[src/rtl/csd_pkg.sv]
package csd_pkg;
    localparam int NUM_WIN = 8;
    localparam int ADDR_W  = 23;
    localparam int WAIT_W  = 4;
    localparam int IDX_W   = $clog2(NUM_WIN);

    typedef enum logic [1:0] {
        PW_32   = 2'b00,
        PW_8    = 2'b01,
        PW_16   = 2'b10,
        PW_RSVD = 2'b11
    } port_w_e;

    typedef enum logic [1:0] {
        OP_BYTE = 2'b00,
        OP_WORD = 2'b01,
        OP_LONG = 2'b10,
        OP_RSVD = 2'b11
    } op_size_e;

    typedef struct packed {
        logic              valid;
        logic [ADDR_W-1:0] base;
        logic [ADDR_W-1:0] mask;
        port_w_e           width;
        logic [WAIT_W-1:0] waits;
    } win_cfg_t;

    typedef struct packed {
        logic              hit;
        logic [IDX_W-1:0]  idx;
        port_w_e           width;
        logic [WAIT_W-1:0] waits;
    } decode_t;

    function automatic logic win_hit(input win_cfg_t w, input logic [ADDR_W-1:0] a);
        return w.valid && (((a ^ w.base) & ~w.mask) == '0);
    endfunction
endpackage

[src/rtl/csd_window_regs.sv]
module csd_window_regs
    import csd_pkg::*;
#(
    parameter int N_WIN = NUM_WIN,
    localparam int IW   = $clog2(N_WIN)
) (
    input  logic     clk,
    input  logic     rst,
    input  logic     we,
    input  logic [IW-1:0] idx,
    input  win_cfg_t wcfg,
    output win_cfg_t cfg [N_WIN]
);
    for (genvar i = 0; i < N_WIN; i++) begin : g_win
        always_ff @(posedge clk) begin
            if (rst) begin
                cfg[i] <= '0;
            end else if (we && idx == IW'(i)) begin
                cfg[i] <= wcfg;
            end
        end
    end
endmodule

[src/rtl/csd_prio_match.sv]
module csd_prio_match
    import csd_pkg::*;
#(
    parameter int N_WIN = NUM_WIN
) (
    input  logic              clk,
    input  logic              rst,
    input  logic [ADDR_W-1:0] addr,
    input  win_cfg_t          cfg [N_WIN],
    output decode_t           dec
);
    logic [N_WIN-1:0] hits;
    logic [N_WIN-1:0] below;

    for (genvar i = 0; i < N_WIN; i++) begin : g_cmp
        assign hits[i] = win_hit(cfg[i], addr);
    end

    always_comb begin
        dec = '0;
        for (int i = N_WIN - 1; i >= 0; i--) begin
            if (hits[i]) begin
                dec.hit   = 1'b1;
                dec.idx   = IDX_W'(i);
                dec.width = cfg[i].width;
                dec.waits = cfg[i].waits;
            end
        end
    end

    assign below = (N_WIN'(1) << dec.idx) - N_WIN'(1);

    // no lower-numbered window also claims the address
    p_prio_lowest_r2: assert property (@(posedge clk) disable iff (rst)
        dec.hit |-> ((hits & below) == '0));
    // a chosen window is always a valid one
    p_win_valid_r3: assert property (@(posedge clk) disable iff (rst)
        dec.hit |-> cfg[dec.idx].valid);
endmodule

[src/rtl/csd_cycle_ctrl.sv]
module csd_cycle_ctrl
    import csd_pkg::*;
#(
    parameter int N_WIN = NUM_WIN
) (
    input  logic             clk,
    input  logic             rst,
    input  logic             start,
    input  decode_t          dec,
    input  logic [1:0]       size_in,
    output logic [N_WIN-1:0] cs_n,
    output logic [1:0]       width_o,
    output logic [1:0]       size_o,
    output logic             ack,
    output logic             err
);
    logic              busy;
    decode_t           cur;
    logic [WAIT_W-1:0] cnt;
    logic [1:0]        size_q;
    logic              term;

    always_ff @(posedge clk) begin
        if (rst) begin
            busy   <= 1'b0;
            cur    <= '0;
            cnt    <= '0;
            size_q <= '0;
        end else if (!busy) begin
            if (start) begin
                busy   <= 1'b1;
                cur    <= dec;
                cnt    <= dec.hit ? dec.waits : '0;
                size_q <= size_in;
            end
        end else if (cnt == '0) begin
            busy   <= 1'b0;
            cur    <= '0;
            size_q <= '0;
        end else begin
            cnt <= cnt - 1'b1;
        end
    end

    assign term    = busy && (cnt == '0);
    assign ack     = term && cur.hit;
    assign err     = term && !cur.hit;
    assign width_o = busy ? cur.width : PW_32;
    assign size_o  = busy ? size_q : 2'b00;

    for (genvar i = 0; i < N_WIN; i++) begin : g_sel
        assign cs_n[i] = !(busy && cur.hit && cur.idx == IDX_W'(i));
    end

    // at most one select low at a time
    p_one_select_r4: assert property (@(posedge clk) disable iff (rst)
        $onehot0(~cs_n));
    // selects all released after termination
    p_release_r4: assert property (@(posedge clk) disable iff (rst)
        (ack || err) |=> (&cs_n));
    // acknowledge is a single pulse
    p_ack_pulse_r6: assert property (@(posedge clk) disable iff (rst)
        ack |=> !ack);
    // an error carries no select and no acknowledge
    p_err_no_sel_r9: assert property (@(posedge clk) disable iff (rst)
        err |-> ((&cs_n) && !ack));
    // selects hold steady through a running cycle
    p_hold_sel_r10: assert property (@(posedge clk) disable iff (rst)
        (busy && !term) |=> $stable(cs_n));
endmodule

[src/rtl/csd_top.sv]
module csd_top
    import csd_pkg::*;
#(
    parameter int N_WIN = NUM_WIN,
    localparam int IW   = $clog2(N_WIN)
) (
    input  logic              clk,
    input  logic              rst,
    input  logic              cfg_we,
    input  logic [IW-1:0]     cfg_idx,
    input  logic              cfg_valid,
    input  logic [ADDR_W-1:0] cfg_base,
    input  logic [ADDR_W-1:0] cfg_mask,
    input  logic [1:0]        cfg_width,
    input  logic [WAIT_W-1:0] cfg_wait,
    input  logic              xfer_start,
    input  logic [ADDR_W-1:0] xfer_addr,
    input  logic [1:0]        xfer_size,
    output logic [N_WIN-1:0]  cs_n,
    output logic [1:0]        port_width,
    output logic [1:0]        op_size,
    output logic              xfer_ack,
    output logic              unmapped_err
);
    win_cfg_t wcfg;
    win_cfg_t cfg [N_WIN];
    decode_t  dec;

    always_comb begin
        wcfg.valid = cfg_valid;
        wcfg.base  = cfg_base;
        wcfg.mask  = cfg_mask;
        wcfg.width = port_w_e'(cfg_width);
        wcfg.waits = cfg_wait;
    end

    csd_window_regs #(.N_WIN(N_WIN)) u_regs (
        .clk(clk), .rst(rst), .we(cfg_we), .idx(cfg_idx), .wcfg(wcfg), .cfg(cfg)
    );

    csd_prio_match #(.N_WIN(N_WIN)) u_match (
        .clk(clk), .rst(rst), .addr(xfer_addr), .cfg(cfg), .dec(dec)
    );

    csd_cycle_ctrl #(.N_WIN(N_WIN)) u_ctrl (
        .clk(clk), .rst(rst), .start(xfer_start), .dec(dec), .size_in(xfer_size),
        .cs_n(cs_n), .width_o(port_width), .size_o(op_size),
        .ack(xfer_ack), .err(unmapped_err)
    );

    // outputs quiet in the cycle after reset
    p_reset_quiet_r11: assert property (@(posedge clk)
        $past(rst) |-> ((&cs_n) && !xfer_ack && !unmapped_err));
endmodule

[config.mk]
export PLATFORM = sky130hd
export DESIGN_NAME = csd_top
export DESIGN_NICKNAME = d
export VERILOG_FILES = /design/src/rtl/csd_pkg.sv /design/src/rtl/csd_window_regs.sv /design/src/rtl/csd_prio_match.sv /design/src/rtl/csd_cycle_ctrl.sv /design/src/rtl/csd_top.sv
export SDC_FILE = /design/constraint.sdc
export NUM_CORES = 1
export LEC_CHECK = 0
export ABC_AREA = 1
export BUFFER_PORTS_ARGS = -buffer_cell sky130_fd_sc_hd__buf_2
export CAP_MARGIN = 30
export CORE_ASPECT_RATIO = 1.75
export CORE_MARGIN = 1.5
export CORE_UTILIZATION = 45
export DETAILED_ROUTE_END_ITERATION = 10
export PLACE_DENSITY_LB_ADDON = 0.12
export SLEW_MARGIN = 5
export SYNTH_ARGS = -nofsm -noshare
export SYNTH_HDL_FRONTEND = slang
export SYNTH_SLANG_ARGS = --single-unit
[constraint.sdc]
create_clock -name clk -period 2.35 [get_ports clk]
set_input_delay 0.47 -clock clk [delete_from_list [all_inputs] [get_ports clk]]
set_output_delay 0.47 -clock clk [all_outputs]
set_load 0.03 [all_outputs]
==> flow_summary.ini, run 1 <==
[die]
chipHeight_um = 275
std_cell_rows = 99
pin_count = 99
die-area_um2 = 43700
fp.dieW_um = 159
initial_utilization_pct = 45.7
coreArea_um2 = 41700

[detailed_routing]
vias = 18109
drt_first_pass_iters = 5
drc_errors = 0
drt_iter0_drc = 1336
wl_per_cell_um = 18.8
postRouteWirelength_mm = 64.6
via_per_inst = 5.27
ant_nets = 0

[placement]
hpwl_mm = 45.3
placed_cells = 3365
io_buffers = 98
placed_cell_area_um2 = 20700
place_congestion = 0.913

[sta]
hold_viol_final = 0
worst_slew_margin_rel_pct = 58.8
final_max_slew_viol_count = 0
layout_worst_path_cycle_share_pct = 94.7
fmax_mhz = 449
final.setup.tns_ns = 0
tightest_slew_ns = 0.618
finalSetupViolations = 0
period_minus_slack_ns = 2.23
finalClockSkew_ns = 0.0183
rsz0062_at_grt = false

[cells_and_area]
final_nets = 2940
drive_above_1_share_pct = 12.2
stdcell_area_um2 = 22000
area_delta_synth_final_pct = 15.3
nFillCells = 4119
instances_no_fill = 3439

[hold_path]
min-delay-path-class = input port to flop
min_from = xfer_size[0]
hold_end = u_ctrl.size_q[0]
hold-path-cell-count = 3

[yosys]
avgSynthCellArea_um2 = 6.90
syn_inst = 2764
syn_area_um2 = 19100
synth_nets = 2850
ys_ff_latch = 437
synth.distinct_cells = 37
yosysWarnings = 0
seq_area_frac_synth_pct = 45.9

[clock_tree]
cts_tree = done
cts_buffer_depth = 3
htree_levels = 2
cts_setup_buffers = 0
cts.reportedPaths.clkPinSlew_ns = 0.06
cts_hold_buf = 0
cts_sinks = 437
cts_root_buf = clkbuf_16
cts_buffers = 42
clock_latency_ns = 0.56

[global_route]
grtUsageTotal_pct = 29.8
grt-ovfl-total = 0
grt_max_degree = 95
grt_pass1_wl_mm = 98.1
antenna_found_initial = 9
grt_pass1_vias = 17221

[critical_path]
r2r_cells = 15
ff2ff_setup_slack_ns = 0.13
critical_path.startpoint_type = flop
critPathArrivalTime_ns = 1.76
reg2reg_to = u_ctrl.cnt[2]
cp.required_ns = 1.88
crit_type = flop to output port
critPathMaxFanout = 3
worstSetupEndpointType = output port
reg2reg_from = u_regs.cfg[421]

[power]
power.total_mw = 15.9
p_leak_nw = 9.25
power_density_nw_per_um2 = 723
peakVddDrop_v = 0.000592

[run]
cap_violations = 0

[outcome]
status = complete, no violations
Yosys cell counts:
| library cell | count | share of area (%) |
|---|---|---|
| ha_1 | 1 | 0.066 |
| o21ai_4 | 1 | 0.085 |
| nand4_1 | 13 | 0.43 |
| nand2_2 | 6 | 0.20 |
| buf_4 | 4 | 0.16 |
| nor3_2 | 2 | 0.10 |
| inv_2 | 23 | 0.45 |
| buf_6 | 9 | 0.53 |
| dfxtp_1 | 437 | 46 |
| inv_1 | 266 | 5.2 |
| or2_2 | 2 | 0.066 |
| clkbuf_2 | 3 | 0.079 |
| nor3b_1 | 1 | 0.039 |
| and2b_1 | 1 | 0.039 |
| xnor2_1 | 9 | 0.41 |
| nand2_1 | 296 | 5.8 |
| or2_1 | 2 | 0.066 |
| o21ai_0 | 543 | 14 |
| a21oi_2 | 5 | 0.23 |
| o21ai_2 | 3 | 0.14 |
| clkinv_1 | 4 | 0.079 |
| nor3_1 | 8 | 0.21 |
| nor2_1 | 538 | 11 |
| xor2_1 | 1 | 0.046 |
| buf_1 | 18 | 0.35 |
| a21oi_1 | 337 | 8.8 |
| or2_0 | 1 | 0.033 |
| nand3_1 | 44 | 1.2 |
| o21ai_1 | 17 | 0.45 |
| nand3b_1 | 16 | 0.63 |
| nor2_4 | 2 | 0.12 |
| buf_2 | 10 | 0.26 |
| clkinv_2 | 1 | 0.026 |
| clkbuf_1 | 131 | 2.6 |
| inv_4 | 1 | 0.033 |
| nand2_4 | 2 | 0.12 |
| nor2_2 | 6 | 0.20 |
layout by cell type, fill, tap and decap left out, drive strengths merged:
| cell | count |
|---|---|
| a21oi | 342 |
| and2b | 1 |
| buf | 221 |
| bufinv | 1 |
| clkbuf | 59 |
| clkinv | 6 |
| clkinvlp | 1 |
| dfxtp | 437 |
| diode | 6 |
| ha | 1 |
| inv | 296 |
| nand2 | 304 |
| nand3 | 44 |
| nand3b | 16 |
| nand4 | 13 |
| nor2 | 546 |
| nor3 | 10 |
| nor3b | 1 |
| o21ai | 564 |
| or2 | 5 |
| xnor2 | 9 |
| xor2 | 1 |
final cells by class:
type / instances / area (um^2) / share of cell area (%)
Antenna cell: 6 / 15.0 / 0.0683
Timing Repair Buffer: 221 / 1660 / 7.57
Clock inverter: 9 / 91.3 / 0.415
Inverter: 295 / 1120 / 5.09
Multi-Input combinational cell: 1857 / 8510 / 38.7
Sequential cell: 437 / 8750 / 39.8
Clock buffer: 59 / 1140 / 5.21
Tap cell: 555 / 694 / 3.16
state kept, by name, indices dropped and copies added, names as in the netlist:
signal / cells
u_ctrl.busy: 1
u_regs.cfg: 424
u_ctrl.cnt: 4
u_ctrl.cur: 6
u_ctrl.size_q: 2
kinds of logic after synthesis:
logic type	count (synthesis)	share of synthesized area [%]
xor gates and xnor gates	10	0.459
adders and majority gates	1	0.0656
and+or+nand+nor	940	19.8
DFF	437	45.9
AOI/OAI and AO/OA	906	24.0
buffers and inverters	470	9.79
where the power goes:
part           switching (mW)  internal, mW
clock                    2.91          3.50
sequential              0.124          7.68
combinational            1.12         0.563
total                    4.16          11.7
through the flow:
step | setup slack [ns] | utilization, % | hold slack, ns
after floorplan | 0.391 | - | 0.420
after global placement | -0.392 | 49.6 | 0.429
after detailed placement | -0.404 | 49.6 | 0.435
after CTS | 0.00299 | 52.6 | 0.147
after global routing | 0.00303 | 52.7 | 0.177
final | 0.123 | 52.7 | 0.167
how the worst max path moves through the flow:
stage	endpoint	slack, ns	cells after the start	start
6_report	unmapped_err	0.12	7	u_ctrl.cnt[0]
5_1_grt	unmapped_err	0.003	7	u_ctrl.cnt[0]
4_1_cts	u_ctrl.cnt[3]	0.003	19	u_regs.cfg[193]
3_5_place_dp	u_ctrl.cnt[3]	-0.40	21	xfer_addr[21]
3_3_place_gp	u_ctrl.cnt[3]	-0.39	21	xfer_addr[21]
2_1_floorplan	u_ctrl.cnt[3]	0.39	18	xfer_addr[2]
per-layer routing:
layer / part of all wire, % / GRT usage (%) / wire (um) / up-vias
met2: 51 / 53.9 / 33100 / 535
met4: 7.0 / 19.7 / 4550 / 2
met3: 4.3 / 2.57 / 2790 / 180
li1: - / - / - / 9089
met1: 37 / 32.9 / 24200 / 8303
met5: 0.019 / 0 / 12 / -
worst max-delay path, cell delays in order (launching register included):
cell     delay [ns]
dfxtp_1        0.32
inv_1          0.08
ha_1           0.16
nand2_1        0.08
nor2_1         0.13
nand2_1        0.08
nor2_1         0.14
buf_2          0.22
repair_timing:
item | 4_1_cts | 5_1_grt
endpoints found under the setup margin | 6 | 5
gates resized for setup | 3 | 8
hold endpoints to repair | 0 | 0
Power figures use the tool's default switching activity.
==> run 2: changes to the inputs <==
--- a/config.mk
+++ b/config.mk
@@ -6,7 +6,7 @@
 export NUM_CORES = 1
 export LEC_CHECK = 0
 export ABC_AREA = 1
-export BUFFER_PORTS_ARGS = -buffer_cell sky130_fd_sc_hd__buf_2
+export BUFFER_PORTS_ARGS = -buffer_cell sky130_fd_sc_hd__buf_4
 export CAP_MARGIN = 30
 export CORE_ASPECT_RATIO = 1.75
 export CORE_MARGIN = 1.5
==> constraint.sdc (replaced) <==
create_clock -name clk -period 2.3 [get_ports clk]
set_input_delay 0.46 -clock clk [delete_from_list [all_inputs] [get_ports clk]]
set_output_delay 0.46 -clock clk [all_outputs]
set_load 0.03 [all_outputs]
==> flow_summary.ini, run 2 (synthesized netlist as in run 1, its figures left out) <==
[outcome]
status = complete, no violations

[die]
die-area_um2 = 43700
chipHeight_um = 275
pin_count = 99
initial_utilization_pct = 45.7
coreArea_um2 = 41700
fp.dieW_um = 159
std_cell_rows = 99

[sta]
finalSetupViolations = 0
worst_slew_margin_rel_pct = 62.3
period_minus_slack_ns = 2.19
layout_worst_path_cycle_share_pct = 95.2
tightest_slew_ns = 0.560
fin_ws_ns = 0.111
finalClockSkew_ns = 0.0166
final.setup.tns_ns = 0
fmax_mhz = 457
final_max_slew_viol_count = 0
hold_viol_final = 0

[run]
cap_violations = 0

[placement]
pre_cts_ws_ns = -0.388
place_congestion = 0.887
hpwl_mm = 44.3
io_buffers = 98

[global_route]
grt-ovfl-total = 0
gr-usage-met1_pct = 33.3
grt_max_degree = 85
antenna_found_initial = 7
grtUsageTotal_pct = 29.6
grt_use_met2_pct = 52.7
use_met3_pct = 2.98
grt_pass1_wl_mm = 97.2
busiest_layer = met2
grt_pass1_vias = 16820

[power]
peakVddDrop_v = 0.000627
power.total_mw = 17.2
p_leak_nw = 9.43
power_density_nw_per_um2 = 766

[cells_and_area]
area_delta_synth_final_pct = 17.8
final_common_cell = o21ai_0
top_register = u_regs.cfg
final_nets = 2940
multi_input_area_um2 = 8540
largest_register_ffs = 424
regArea_um2 = 8750
nFillCells = 4121
final_cell_mix = o21ai_0, nor2_1, dfxtp_1
top_regs = u_regs.cfg: 424 flops, u_ctrl.cur: 6 flops, u_ctrl.cnt: 4 flops
drive_above_1_share_pct = 12.8

[clock_tree]
cts_tree = done
clock_latency_ns = 0.56
cts_hold_buf = 0
cts_buffers = 43
cts.reportedPaths.clkPinSlew_ns = 0.06
cts_sinks = 437
cts_root_buf = clkbuf_16
htree_levels = 2
cts_buffer_depth = 3

[detailed_routing]
drt_first_pass_iters = 5
ant_nets = 0
drt_iter0_drc = 1232
vias = 18181
wl_per_cell_um = 18.6
drc_errors = 0
via_per_inst = 5.28
postRouteWirelength_mm = 64.2

[critical_path]
endpoint = cs_n[7]
reg2reg_to = u_ctrl.cnt[1]
critPathMaxFanout = 10
cp.required_ns = 1.84
crit_type = flop to output port
cp-startpoint = u_ctrl.busy
worstSetupEndpointType = output port
reg2reg_from = u_regs.cfg[409]
ff2ff_setup_slack_ns = 0.12
r2r_cells = 14
critical_path.startpoint_type = flop
critPathArrivalTime_ns = 1.73

[hold_path]
min_from = xfer_size[1]
min-delay-path-class = input port to flop
-- run 2: changes by cell type in the layout (fill, tap and decap cells not counted), moves of 3 or more --
cell	change
clkbuf_8	+5
o21ai_1	+5
clkbuf_1	-6
o21ai_0	-5
bufinv_16	+4
buf_4	+97
clkbuf_16	+3
buf_2	-98
-- run 2: cell type report --
class	instances	share of cell area [%]
timing repair buffer	220	8.42
sequential	437	38.9
antenna	6	0.0668
tap	555	3.09
clock buffer	61	5.64
clock inverter	13	0.885
inverter	295	4.98
multi-input combinational	1857	38.0
-- run 2: how the worst min path moves through the flow --
| stage | slack (ns) | depth (start not counted) | end |
|---|---|---|---|
| 5_1_grt | 0.17 | 3 | u_ctrl.size_q[0] |
| 6_report | 0.15 | 3 | u_ctrl.size_q[1] |
| 3_5_place_dp | 0.44 | 2 | u_regs.cfg[230] |
| 3_3_place_gp | 0.43 | 2 | u_regs.cfg[275] |
| 2_1_floorplan | 0.42 | 2 | u_regs.cfg[182] |
| 4_1_cts | 0.14 | 3 | u_ctrl.size_q[0] |
-- run 2: power breakdown --
| part | leakage, nW | switching (mW) | internal [mW] |
|---|---|---|---|
| clock | 0.716 | 3.10 | 4.39 |
| sequential | 3.55 | 0.124 | 7.84 |
| combinational | 5.16 | 1.15 | 0.620 |
-- run 2: worst max-delay path, cell delays in order (launching register included) --
cell and delay (ns):
dfxtp_1 0.52, nand2_1 0.15, nor2_1 0.22, nand2_1 0.10, buf_4 0.18
-- run 2: routing by layer --
layer	up-vias	part of all wire (%)
li1	9096	-
met1	8421	38
met2	495	51
met3	169	4.0
met4	0	6.5
met5	-	0
-- run 2: what timing repair did --
item	4_1_cts	5_1_grt
gates resized for setup	3	20
setup buffers	0	0
endpoints found under the hold margin	0	0
endpoints found under the setup margin	6	8
pin swaps	0	4
-- run 2: metrics by stage --
step / hold WS (ns) / utilization [%] / cells / cell area, um^2
5_1_grt: 0.168 / 53.8 / 3444 / 22500
6_report: 0.154 / 53.8 / 3444 / 22500
3_3_place_gp: 0.431 / 50.1 / 3364 / 20900
2_1_floorplan: 0.420 / - / 2764 / 19100
3_5_place_dp: 0.435 / 50.1 / 3364 / 20900
4_1_cts: 0.142 / 53.7 / 3438 / 22400
==> run 3: changes to the inputs <==
--- a/config.mk
+++ b/config.mk
@@ -6,7 +6,7 @@
 export NUM_CORES = 1
 export LEC_CHECK = 0
 export ABC_AREA = 1
-export BUFFER_PORTS_ARGS = -buffer_cell sky130_fd_sc_hd__buf_4
+export BUFFER_PORTS_ARGS = -buffer_cell sky130_fd_sc_hd__buf_2
 export CAP_MARGIN = 30
 export CORE_ASPECT_RATIO = 1.75
 export CORE_MARGIN = 1.5
==> flow_summary.ini, run 3 (synthesized netlist as in run 1, its figures left out) <==
[clock_tree]
cts_sinks = 437
cts.reportedPaths.clkPinSlew_ns = 0.07
htree_levels = 2
cts_root_buf = clkbuf_16
cts_buffer_depth = 3
clock_latency_ns = 0.55
cts_hold_buf = 0
cts_buffers = 42
cts_tree = done

[die]
fp.dieW_um = 159
coreArea_um2 = 41700
pin_count = 99
std_cell_rows = 99
die-area_um2 = 43700
initial_utilization_pct = 45.7
chipHeight_um = 275

[global_route]
grt_max_degree = 84
grt_pass1_wl_mm = 97.4
grtUsageTotal_pct = 29.5
grt-ovfl-total = 0
gr-usage-met1_pct = 33.6
busiest_layer = met2
use_met3_pct = 2.70
antenna_found_initial = 10
grt_use_met2_pct = 53.6
grt_pass1_vias = 16853

[power]
power_density_nw_per_um2 = 751
p_leak_nw = 9.34
peakVddDrop_v = 0.000679

[cells_and_area]
multi_input_area_um2 = 8520
top_regs = u_regs.cfg: 424 flops, u_ctrl.cur: 6 flops, u_ctrl.cnt: 4 flops
final_cell_mix = o21ai_0, nor2_1, dfxtp_1
regArea_um2 = 8750
instances_no_fill = 3447
largest_register_ffs = 424
stdcell_area_um2 = 22200
top_register = u_regs.cfg
drive_above_1_share_pct = 12.7
area_delta_synth_final_pct = 16.2
nFillCells = 4157
final_common_cell = o21ai_0
final_nets = 2946

[detailed_routing]
wl_per_cell_um = 18.7
drt_iter0_drc = 1195
ant_nets = 0
drt_first_pass_iters = 7
via_per_inst = 5.28
vias = 18194
drc_errors = 0
postRouteWirelength_mm = 64.3

[sta]
tightest_slew_ns = 0.631
final_max_slew_viol_count = 0
layout_worst_path_cycle_share_pct = 95.0
finalClockSkew_ns = 0.0122
fmax_mhz = 457
period_minus_slack_ns = 2.19
fin_ws_ns = 0.114
rsz0062_at_grt = true
hold_viol_final = 0
worst_slew_margin_rel_pct = 57.9
final.setup.tns_ns = 0
finalSetupViolations = 0
holdWs_ns = 0.150

[critical_path]
crit_family = simple AND/OR/NAND/NOR gates
crit_cells = 18
critPathArrivalTime_ns = 2.69
critPathMaxFanout = 10
cp-startpoint = u_regs.cfg[190]
crit_buf_inv = 2
critical_path.startpoint_type = flop
r2r_cells = 18
cpMostUsedCell = nand2_1
cp_slowest_cell = dfxtp_1
reg2reg_to = u_ctrl.cnt[3]
worstSetupEndpointType = flop
crit_type = flop to flop
slowest_delay_ns = 0.31
ff2ff_setup_slack_ns = 0.11
reg2reg_from = u_regs.cfg[190]
crit_chain = inv_1 > nand2_1 > nand3_1 > nand2_1 > nor3_4 > nand2_1 > nor2_2 > nand2_2 > buf_4 > nor2_1 > nor2_1 > nand2_1 > nand2_1 > nand2_1 > nand2_1 > nand2_1 > nand2_1 > nand2_1
cp.required_ns = 2.80
endpoint = u_ctrl.cnt[3]

[placement]
io_buffers = 98
placed_cells = 3371
place_congestion = 0.906
pre_cts_ws_ns = -0.479
hpwl_mm = 45.0
placed_cell_area_um2 = 20800

[hold_path]
min-delay-path-class = input port to flop

[outcome]
status = complete, no violations

[run]
cap_violations = 0
run 3: cell types whose count changed in the layout (fill, tap and decap cells not counted), moves of 3 or more:
| cell | before | now |
|---|---|---|
| buf_2 | 0 | 97 |
| buf_4 | 200 | 109 |
| bufinv_16 | 5 | 1 |
| clkinv_2 | 6 | 9 |
| nand2_2 | 9 | 6 |
| nor2_1 | 524 | 527 |
run 3: worst register-to-register path: cells and delay by family (launching register included):
family                 cells  cell delay, ns
AND/OR/NAND/NOR           16            1.57
buffers and inverters      2            0.25
flip-flops                 1            0.31
run 3: routing by layer:
| metal | part of all wire, % | vias up |
|---|---|---|
| met5 | 0.019 | - |
| met4 | 5.7 | 2 |
| met3 | 4.0 | 153 |
| met2 | 52 | 466 |
| met1 | 38 | 8472 |
| li1 | - | 9101 |
run 3: metrics by stage:
stage | power (mW) | utilization [%]
global placement | 9.80 | 49.7
floorplan | 9.08 | -
detailed placement | 9.84 | 49.7
CTS | 16.7 | 53.0
finish | 16.6 | 53.1
global route | 17.2 | 53.1
run 3: layout make-up:
type                            count  area share, %
Timing Repair Buffer              227           7.78
Clock buffer                       61           5.71
Sequential cell                   437           39.5
Multi-Input combinational cell   1857           38.4
Tap cell                          555           3.13
Inverter                          295           5.05
Antenna cell                        4         0.0452
Clock inverter                     11          0.384
run 3: repair_timing:
item,in CTS,in global routing
setup endpoints to repair,8,10
setup buffers,0,0
pin swaps,0,3
resized for setup,2,15
run 3: worst min path at each step:
stage,startpoint,endpoint,cells past startpoint
3_3_place_gp,u_regs.cfg[238],u_regs.cfg[238],2
5_1_grt,xfer_size[1],u_ctrl.size_q[1],3
3_5_place_dp,u_regs.cfg[238],u_regs.cfg[238],2
4_1_cts,xfer_size[1],u_ctrl.size_q[1],3
2_1_floorplan,u_regs.cfg[182],u_regs.cfg[182],2
6_report,xfer_size[1],u_ctrl.size_q[1],3
run 3: report_power, final:
part           total (mW)  switching (mW)  internal (mW)
Combinational        1.73            1.15          0.578
Clock                6.96            3.04           3.92
Sequential           7.96           0.122           7.84
Total                16.6            4.31           12.3
